## src/rtl/pioIntPkg.sv

```systemverilog
package pioIntPkg;
  localparam int SEL_W = 2;

  typedef struct packed {
    logic             wrLatch;
    logic             wrDdr;
    logic             rdDdr;
    logic [SEL_W-1:0] portSel;
  } busStrobeT;
endpackage

```

## src/rtl/pioIntData.sv

```systemverilog
module pioIntData
  import pioIntPkg::*;
#(
  parameter int NUM_PORTS = 4,
  parameter int PORT_W = 8,
  parameter logic [NUM_PORTS*PORT_W-1:0] PRESENT_MASKS = 32'hBFFF_FFFF,
  parameter int IE_CFG_PORT = 1
) (
  input  logic                        clk,
  input  logic                        sysRstN,
  input  logic                        porN,
  input  busStrobeT                   strb,
  input  logic [PORT_W-1:0]           busWdata,
  output logic [PORT_W-1:0]           busRdata,
  input  logic [NUM_PORTS*PORT_W-1:0] pinIn,
  output logic [NUM_PORTS*PORT_W-1:0] pinOut,
  output logic [NUM_PORTS*PORT_W-1:0] pinDir,
  input  logic [PORT_W-1:0]           cfgIntEn,
  output logic                        portIrq
);
  localparam int IDX_W = $clog2(NUM_PORTS);

  logic [PORT_W-1:0] latchQ [NUM_PORTS];
  logic [PORT_W-1:0] ddrQ   [NUM_PORTS];
  logic [PORT_W-1:0] ieQ    [NUM_PORTS];
  logic [PORT_W-1:0] sync1Q [NUM_PORTS];
  logic [PORT_W-1:0] inSync [NUM_PORTS];
  logic [NUM_PORTS-1:0] portTerm;
  logic [IDX_W-1:0] idx;

  assign idx = strb.portSel[IDX_W-1:0];

  // Latches and synchronizer survive ordinary reset; only power-on sets them.
  always_ff @(posedge clk or negedge porN) begin
    if (!porN) begin
      for (int p = 0; p < NUM_PORTS; p++) begin
        latchQ[p] <= '1;
        sync1Q[p] <= '1;
        inSync[p] <= '1;
      end
    end else begin
      for (int p = 0; p < NUM_PORTS; p++) begin
        sync1Q[p] <= pinIn[p*PORT_W +: PORT_W];
        inSync[p] <= sync1Q[p];
        if (strb.wrLatch && (idx == IDX_W'(p))) latchQ[p] <= busWdata;
      end
    end
  end

  always_ff @(posedge clk or negedge sysRstN) begin
    if (!sysRstN) begin
      for (int p = 0; p < NUM_PORTS; p++) ddrQ[p] <= '0;
    end else begin
      for (int p = 0; p < NUM_PORTS; p++)
        if (strb.wrDdr && (idx == IDX_W'(p)))
          ddrQ[p] <= busWdata & PRESENT_MASKS[p*PORT_W +: PORT_W];
    end
  end

  // Enable masks are configuration: sampled on every clock while reset is held.
  always_ff @(posedge clk) begin
    if (!sysRstN) begin
      for (int p = 0; p < NUM_PORTS; p++)
        ieQ[p] <= (p == IE_CFG_PORT) ? cfgIntEn : '0;
    end
  end

  genvar g;
  generate
    for (g = 0; g < NUM_PORTS; g++) begin : gPort
      assign pinOut[g*PORT_W +: PORT_W] = latchQ[g];
      assign pinDir[g*PORT_W +: PORT_W] = ddrQ[g];
      assign portTerm[g] = |(ieQ[g] & ~ddrQ[g] & ~inSync[g]);

      AST_LATCH_WRITE: assert property (@(posedge clk) disable iff (!sysRstN)
        (strb.wrLatch && strb.portSel == SEL_W'(g)) |=> latchQ[g] == $past(busWdata));
      AST_DDR_MASKED: assert property (@(posedge clk) disable iff (!sysRstN)
        (strb.wrDdr && strb.portSel == SEL_W'(g)) |=>
          ddrQ[g] == ($past(busWdata) & PRESENT_MASKS[g*PORT_W +: PORT_W]));
    end
  endgenerate

  assign portIrq = |portTerm;

  always_comb begin
    if (strb.rdDdr) busRdata = ddrQ[idx];
    else busRdata = (latchQ[idx] & ddrQ[idx]) | (inSync[idx] & ~ddrQ[idx]);
  end
endmodule

```

## src/rtl/pioIntCtrl.sv

```systemverilog
module pioIntCtrl
  import pioIntPkg::*;
#(
  parameter int ADDR_W = 3
) (
  input  logic              clk,
  input  logic              sysRstN,
  input  logic [ADDR_W-1:0] busAddr,
  input  logic              busWe,
  input  logic              extIrqN,
  input  logic              portIrq,
  input  logic              irqAck,
  output busStrobeT         strb,
  output logic              irqPending
);
  logic extSync1, extSync2, extPrev, portPrev, irqLatch;
  logic extActive, extRise, portRise, setReq;

  always_comb begin
    strb.wrLatch = busWe & ~busAddr[ADDR_W-1];
    strb.wrDdr   = busWe &  busAddr[ADDR_W-1];
    strb.rdDdr   = busAddr[ADDR_W-1];
    strb.portSel = SEL_W'(busAddr[ADDR_W-2:0]);
  end

  assign extActive = ~extSync2;
  assign extRise   = extActive & ~extPrev;
  assign portRise  = portIrq & ~portPrev;
  assign setReq    = (extRise & ~portIrq) | (portRise & ~extActive);

  always_ff @(posedge clk or negedge sysRstN) begin
    if (!sysRstN) begin
      extSync1 <= 1'b1;
      extSync2 <= 1'b1;
      extPrev  <= 1'b0;
      portPrev <= 1'b0;
      irqLatch <= 1'b0;
    end else begin
      extSync1 <= extIrqN;
      extSync2 <= extSync1;
      extPrev  <= extActive;
      portPrev <= portIrq;
      if (setReq) irqLatch <= 1'b1;
      else if (irqAck) irqLatch <= 1'b0;
    end
  end

  assign irqPending = irqLatch;

  AST_PORT_SETS: assert property (@(posedge clk) disable iff (!sysRstN)
    (portRise && !extActive) |=> irqPending);
  AST_EXT_BLOCKED: assert property (@(posedge clk) disable iff (!sysRstN)
    (extRise && portIrq && !irqAck) |=> $stable(irqPending));
  AST_ACK_CLEARS: assert property (@(posedge clk) disable iff (!sysRstN)
    (irqAck && !portRise && !extRise) |=> !irqPending);
  AST_NO_SET_WITHOUT_EDGE: assert property (@(posedge clk) disable iff (!sysRstN)
    (!irqPending && !portRise && !extRise) |=> !irqPending);
endmodule

```

## src/rtl/pioIntTop.sv

```systemverilog
module pioIntTop
  import pioIntPkg::*;
#(
  parameter int NUM_PORTS = 4,
  parameter int PORT_W = 8,
  parameter logic [NUM_PORTS*PORT_W-1:0] PRESENT_MASKS = 32'hBFFF_FFFF,
  parameter int IE_CFG_PORT = 1,
  localparam int ADDR_W = $clog2(NUM_PORTS) + 1
) (
  input  logic                        clk,
  input  logic                        rstN,
  input  logic                        porN,
  input  logic [ADDR_W-1:0]           busAddr,
  input  logic                        busWe,
  input  logic [PORT_W-1:0]           busWdata,
  output logic [PORT_W-1:0]           busRdata,
  input  logic [NUM_PORTS*PORT_W-1:0] pinIn,
  output logic [NUM_PORTS*PORT_W-1:0] pinOut,
  output logic [NUM_PORTS*PORT_W-1:0] pinDir,
  input  logic                        extIrqN,
  input  logic [PORT_W-1:0]           cfgIntEn,
  input  logic                        irqAck,
  output logic                        irqPending
);
  logic sysRstN, portIrq;
  busStrobeT strb;

  assign sysRstN = rstN & porN;

  pioIntCtrl #(.ADDR_W(ADDR_W)) ctrl_i (
    .clk(clk), .sysRstN(sysRstN), .busAddr(busAddr), .busWe(busWe),
    .extIrqN(extIrqN), .portIrq(portIrq), .irqAck(irqAck),
    .strb(strb), .irqPending(irqPending)
  );

  pioIntData #(
    .NUM_PORTS(NUM_PORTS), .PORT_W(PORT_W),
    .PRESENT_MASKS(PRESENT_MASKS), .IE_CFG_PORT(IE_CFG_PORT)
  ) data_i (
    .clk(clk), .sysRstN(sysRstN), .porN(porN), .strb(strb),
    .busWdata(busWdata), .busRdata(busRdata), .pinIn(pinIn),
    .pinOut(pinOut), .pinDir(pinDir), .cfgIntEn(cfgIntEn), .portIrq(portIrq)
  );
endmodule

```

## config.mk

```make
export PLATFORM = sky130hd
export DESIGN_NAME = pioIntTop
export DESIGN_NICKNAME = d
export VERILOG_FILES = /design/src/rtl/pioIntPkg.sv /design/src/rtl/pioIntData.sv /design/src/rtl/pioIntCtrl.sv /design/src/rtl/pioIntTop.sv
export SDC_FILE = /design/constraint.sdc
export NUM_CORES = 1
export LEC_CHECK = 0
export BUFFER_PORTS_ARGS = -buffer_cell sky130_fd_sc_hd__buf_2
export CORE_MARGIN = 10
export CORE_UTILIZATION = 55
export CTS_BUF_LIST = sky130_fd_sc_hd__clkbuf_8
export CTS_CLUSTER_DIAMETER = 30
export DETAILED_ROUTE_END_ITERATION = 12
export PLACE_DENSITY_LB_ADDON = 0.08
export SLEW_MARGIN = 0
export SYNTH_ARGS = -nofsm -noshare
export SYNTH_HDL_FRONTEND = slang
export SYNTH_SLANG_ARGS = --single-unit
```

## constraint.sdc

```tcl
create_clock -name clk -period 3.8 [get_ports clk]
set_clock_uncertainty 0.05 [all_clocks]
set_input_delay 0.76 -clock clk [delete_from_list [all_inputs] [get_ports clk]]
set_output_delay 0.76 -clock clk [all_outputs]
set_load 0.05 [all_outputs]
```

Yosys cells after proc, flatten, opt, wreduce, memory -nomap -nowiden
Memory sizes are Yosys's and may differ from the RTL's.
Cells that the tools add are included.
{"block": "word_totals", "regBits": 132, "ramBits": 32, "memories": 1}
{"block": "classes", "order_cmp": 1, "n_eq_ne": 3, "mux": 13, "bitwise_logic": 34, "n_reduce_logical": 11}
{"memory": "data_i.ieQ", "words": 4, "word_bits": 8, "rd": 4, "rd_clocked_by_memory_dff": 0, "write_ports": 4, "line_no": "pioIntData.sv:25", "source": "logic [PORT_W-1:0] ieQ [NUM_PORTS];"}
{"cell": "bitwise AND 8 bit", "n": 10}
{"cell": "inverter 8 bit", "n": 9}
{"cell": "2-to-1 mux 8 bit", "n": 7}
{"cell": "binary-select mux 8 bit (select 2 bit)", "n": 3}
{"cell": "OR reduction 32 bit", "n": 1}
{"cell": "logical AND 1 bit", "n": 8}
{"cell": "OR 8 bit", "n": 1}
{"cell": "bitwise AND 1 bit", "n": 7}
{"cell": "inverter 1 bit", "n": 5}
{"cell": "== test 2 bit (second input constant)", "n": 2}
{"cell": ">= comparator 3 bit (second input constant)", "n": 1}
{"cell": "2-to-1 mux 1 bit", "n": 3}
{"cell": "inverter 2 -> 3 bit", "n": 1}
{"cell": "== test 2 x 1 -> 1 bit (second input constant)", "n": 1}
{"cell": "zero test 2 bit", "n": 1}
{"cell": "nonzero test 2 bit", "n": 1}
{"cell": "OR 1 bit", "n": 1}

Depth between registers and ports, before layout
{"block": "depth", "ltp_word": 8, "depth_mapped": 7}

Modules after synthesis
Synthesis repeated with hierarchy kept, for this count alone.
{"block": "hier_totals", "cells_unflattened": 334, "hier_area_um2": 5452.7}
{"module": "pioIntData", "instances": 1, "cells_each": 319, "area_each_um2": 5257.5}
{"module": "pioIntCtrl", "instances": 1, "cells_each": 14, "area_each_um2": 188.9}
{"module": "pioIntTop", "instances": 1, "cells_each": 1, "area_each_um2": 6.3}

Least setup slack after synthesis
Ideal clock, no wire load.
{"block": "synth_path", "kind": "input port to output port", "startpoint": "in busAddr[1]", "endpoint": "out busRdata[7]", "arrival_ps": 2637, "slack_ps": 353, "cell_stages": 3, "n_path_buf": 1, "path_cell_list": "clkbuf_1 mux4_2 o21ai_0"}
{"block": "synth_between", "elab_chain_len": 8, "elab_cells_between_ends": 15, "classes_between": "mux: 10; bitwise: 5"}
{"element": "start, declared", "line_no": "pioIntTop.sv:13", "source": "input logic [ADDR_W-1:0] busAddr,"}
{"element": "inverter 2 -> 3 bit (implied by the code) (*)", "line_no": "pioIntData.sv:86, pioIntData.sv:87"}
{"element": "binary-select mux 8 bit (select 2 bit)", "line_no": "pioIntData.sv:86, pioIntData.sv:87"}
{"element": "2-to-1 mux 8 bit (implied by the code) (2 in series)", "line_no": "pioIntData.sv:86, pioIntData.sv:87"}
{"element": "inverter 8 bit", "line_no": "pioIntData.sv:87", "source": "else busRdata = (latchQ[idx] & ddrQ[idx]) | (inSync[idx] & ~ddrQ[idx]);"}
{"element": "bitwise AND 8 bit", "line_no": "pioIntData.sv:87"}
{"element": "OR 8 bit", "line_no": "pioIntData.sv:87"}
{"element": "2-to-1 mux 8 bit (*)", "line_no": "pioIntData.sv:86", "source": "if (strb.rdDdr) busRdata = ddrQ[idx];"}
{"element": "end, declared", "line_no": "pioIntTop.sv:16", "source": "output logic [PORT_W-1:0] busRdata,"}
Mark *: on every way between the ends. The rest lies on a longest branch, timed or not. The select of a mux whose other input is x is not followed.

Worst setup path in the final report
{"block": "layout_path", "startpoint": "in busAddr[0]", "endpoint": "out busRdata[6]"}
Same word-level chain as after synthesis.

==> impl_metrics.tcl <==
set metrics [dict create \
    synth.net_count 356 \
    avgRoutedWirePerCell_um 20.2 \
    initial_utilization 0.560 \
    min_period_over_period 0.864 \
    buffers_inverters_on_critical_path 3 \
    path_cells "buf_2 -> buf_4 -> nor2b_1 -> a21oi_1 -> nor3_1 -> a21oi_1 -> buf_2" \
    max_slew.worst_pin.slew_ns 0.764 \
    die_w_um 120 \
    regToRegStartpoint "data_i.inSync[20]" \
    setup_tns_ns 0 \
    ys_dominant_reg_cell "dfstp_2" \
    grt_start_max_net_pins 66 \
    maxSlewViolCount 0 \
    detailed_place.area_sq_um 6180 \
    layout-drive-gt1-share 0.761 \
    die-area_sq_um 14300 \
    quantity_of_i_o_buffers_inserted_on_ports 128 \
    yosysMostFrequentCell "dfstp_2" \
    cts_tree "built" \
    hold_buffers 0 \
    finalNetCount 496 \
    clock.fmax_mhz 305 \
    clockBufferDepth 2 \
    die_y_um 120 \
    crit_slowest_cell "buf_2" \
    yosys-top-cells-area "dfstp_2, dfrtp_1, mux2_2, mux4_2, mux4_1" \
    ys_async_sr_fraction 0.943 \
    setup.worst_path.class "in -> out" \
    syn-instance-count 299 \
    postSynthRegisterBits 140 \
    worst-endpoint-required_ns 2.99 \
    detail_route.vias_per_cell 5.22 \
    critical_path.startpoint "busAddr[0]" \
    ant_nets 0 \
    wl_mm 11.8 \
    start_kind "input pin" \
    outcome "finished clean" \
    summed_instance_area_of_the_synthesized_netlist_sq_um 5450 \
    worst_hold_path_type "reg -> reg" \
    total_leakage_power_uw 0.00288 \
    detailroute.via_count 3051 \
    cap_violations 0 \
    floorplan.core_area_sq_um 9730 \
    synth-seq-area-share 0.672 \
    synth_cell_types 32 \
    gp_routability_congestion 0.821 \
    period_minus_slack_ns 3.28 \
    dr.first_iter.drc_count 153 \
    antenna-diode-count 0 \
    worst_slew_margin_rel 0.491 \
    clockRootBuffer "clkbuf_8" \
    number_of_iterations_in_the_first_detailed_routing_pass 4 \
    dominant_cell_type_by_area_after_synthesis "dfstp_2" \
    groute.usage.overall 0.170 \
    wire_length_of_the_first_global_routing_pass_mm 18.7 \
    number_of_rows_created_at_floorplan 36 \
    insertion_delay_ns 0.43 \
    synth.top_cells.by_count "dfstp_2, mux2_2, dfrtp_1" \
    clkSlewWorstSetupHoldPaths_ns 0.08 \
    drc_errors 0 \
    setup_viol 0 \
    overflow 0 \
    report.final.hold_viol_count 0 \
    grt_setup_unrepaired "false" \
    cts.repair.resized 0 \
    postCtsSetupBuffers 0 \
    dpl.hpwl_mm 8.45 \
    vdd_drop_max_mv 0.359 \
    critical_path_arrival_ns 2.47 \
    crit_family "buffers and inverters" \
    power_per_cell_area_nw_per_um2 647 \
    synth.avg_cell_area_sq_um 18.2 \
    grt_pass1_vias 3382 \
    critPathMaxStageDelay_ns 0.56 \
    numCtsBuffers 17 \
    synth_enable_flop_cells 8 \
    fillers 745 \
    synth-warning-count 0 \
    design.portCount 130 \
    endpoint_kind "output port" \
    timing.hold.worst.start "data_i.sync1Q[14]" \
    layout.cell_area.non_filler_sq_um 6540 \
    grt_antenna_before_repair 0 \
    yosysTopAreaCellShare 0.472 \
    numClockSinks 140 \
    critical_path.max_fanout 22 \
    htree_levels 4 \
    syn_to_final_growth_pct 19.9 \
]
area by class of cell:
class                   instances  area [sq um]  area share
flip-flops and latches        140          3670       0.561
multi-input cells             145          1660       0.254
repair buffers                133           681       0.104
clock buffers                  17           234      0.0358
well taps                     133           166      0.0255
clock inverters                15           123      0.0188
inverters                       2          7.51     0.00115
through the flow:
step / setup WS (ns) / power (uW) / instances / utilization / hold slack [ns]
2_1_floorplan: 0.353 / 2860 / 299 / - / 0.295
3_3_place_gp: 0.531 / 3180 / 553 / 0.635 / 0.297
3_5_place_dp: 0.487 / 3200 / 553 / 0.635 / 0.297
4_1_cts: 0.484 / 4280 / 585 / 0.672 / 0.301
5_1_grt: 0.374 / 4420 / 585 / 0.672 / 0.306
6_report: 0.518 / 4230 / 585 / 0.672 / 0.300
sequential cells by signal, summed over array words and instances, names as in the netlist:
register           count
ctrl_i.extSync1        1
data_i.sync1Q         32
ctrl_i.irqPending      1
ctrl_i.extSync2        1
ctrl_i.portPrev        1
data_i.ieQ             8
data_i.pinOut         32
data_i.pinDir         31
ctrl_i.extPrev         1
data_i.inSync         32
report_power, final:
group	switching [uW]	internal, uW	total (uW)
registers	143	1780	1930
logic	881	356	1240
clock network	551	514	1060
total	1580	2650	4230
worst paths after layout:
path | slack (ns) | cells past startpoint | end
setup reg to reg | 2.22 | 5 | ctrl_i.irqPending
setup / recovery | 0.52 | 7 | busRdata[6]
hold reg to reg | 0.30 | 0 | data_i.inSync[14]
max in group asynchronous | 2.24 | 4 | ctrl_i.extSync1
hold / removal | 0.30 | 0 | data_i.inSync[14]
min in group asynchronous | 0.48 | 1 | data_i.pinOut[30]
metal layers:
| layer | vias up | part of all wire | global-route usage | routed length [um] |
|---|---|---|---|---|
| met3 | 8 | 0.088 | 0.0755 | 1040 |
| li1 | 1388 | - | - | - |
| met5 | - | 0 | 0 | 0 |
| met2 | 116 | 0.48 | 0.261 | 5710 |
| met1 | 1539 | 0.42 | 0.212 | 4960 |
| met4 | 0 | 0.0069 | 0.0588 | 82 |
kinds of logic (layout without fill, tap and decap cells):
family | count (synthesis) | after routing | synth area share
other | 1 | 1 | 0.000688
and+or+nand+nor | 35 | 35 | 0.0475
DFF | 140 | 140 | 0.672
muxes | 87 | 87 | 0.234
buffers and inverters | 14 | 167 | 0.0232
AOI/OAI and AO/OA | 22 | 22 | 0.0223
cell usage in the layout (no fill, tap or decap), drive strengths merged, types with 2 or more instances in the layout:
cell type / n
mux4: 23
mux2: 63
buf: 133
edfxtp: 8
a21oi: 3
nor2: 9
inv: 10
clkinv: 3
nand2b: 10
dfstp: 98
clkbuf: 17
clkinvlp: 3
nand4b: 2
nor3b: 3
a22oi: 3
nand2: 4
o21ai: 15
nor3: 3
dfrtp: 34
Power figures use the tool's default switching activity.
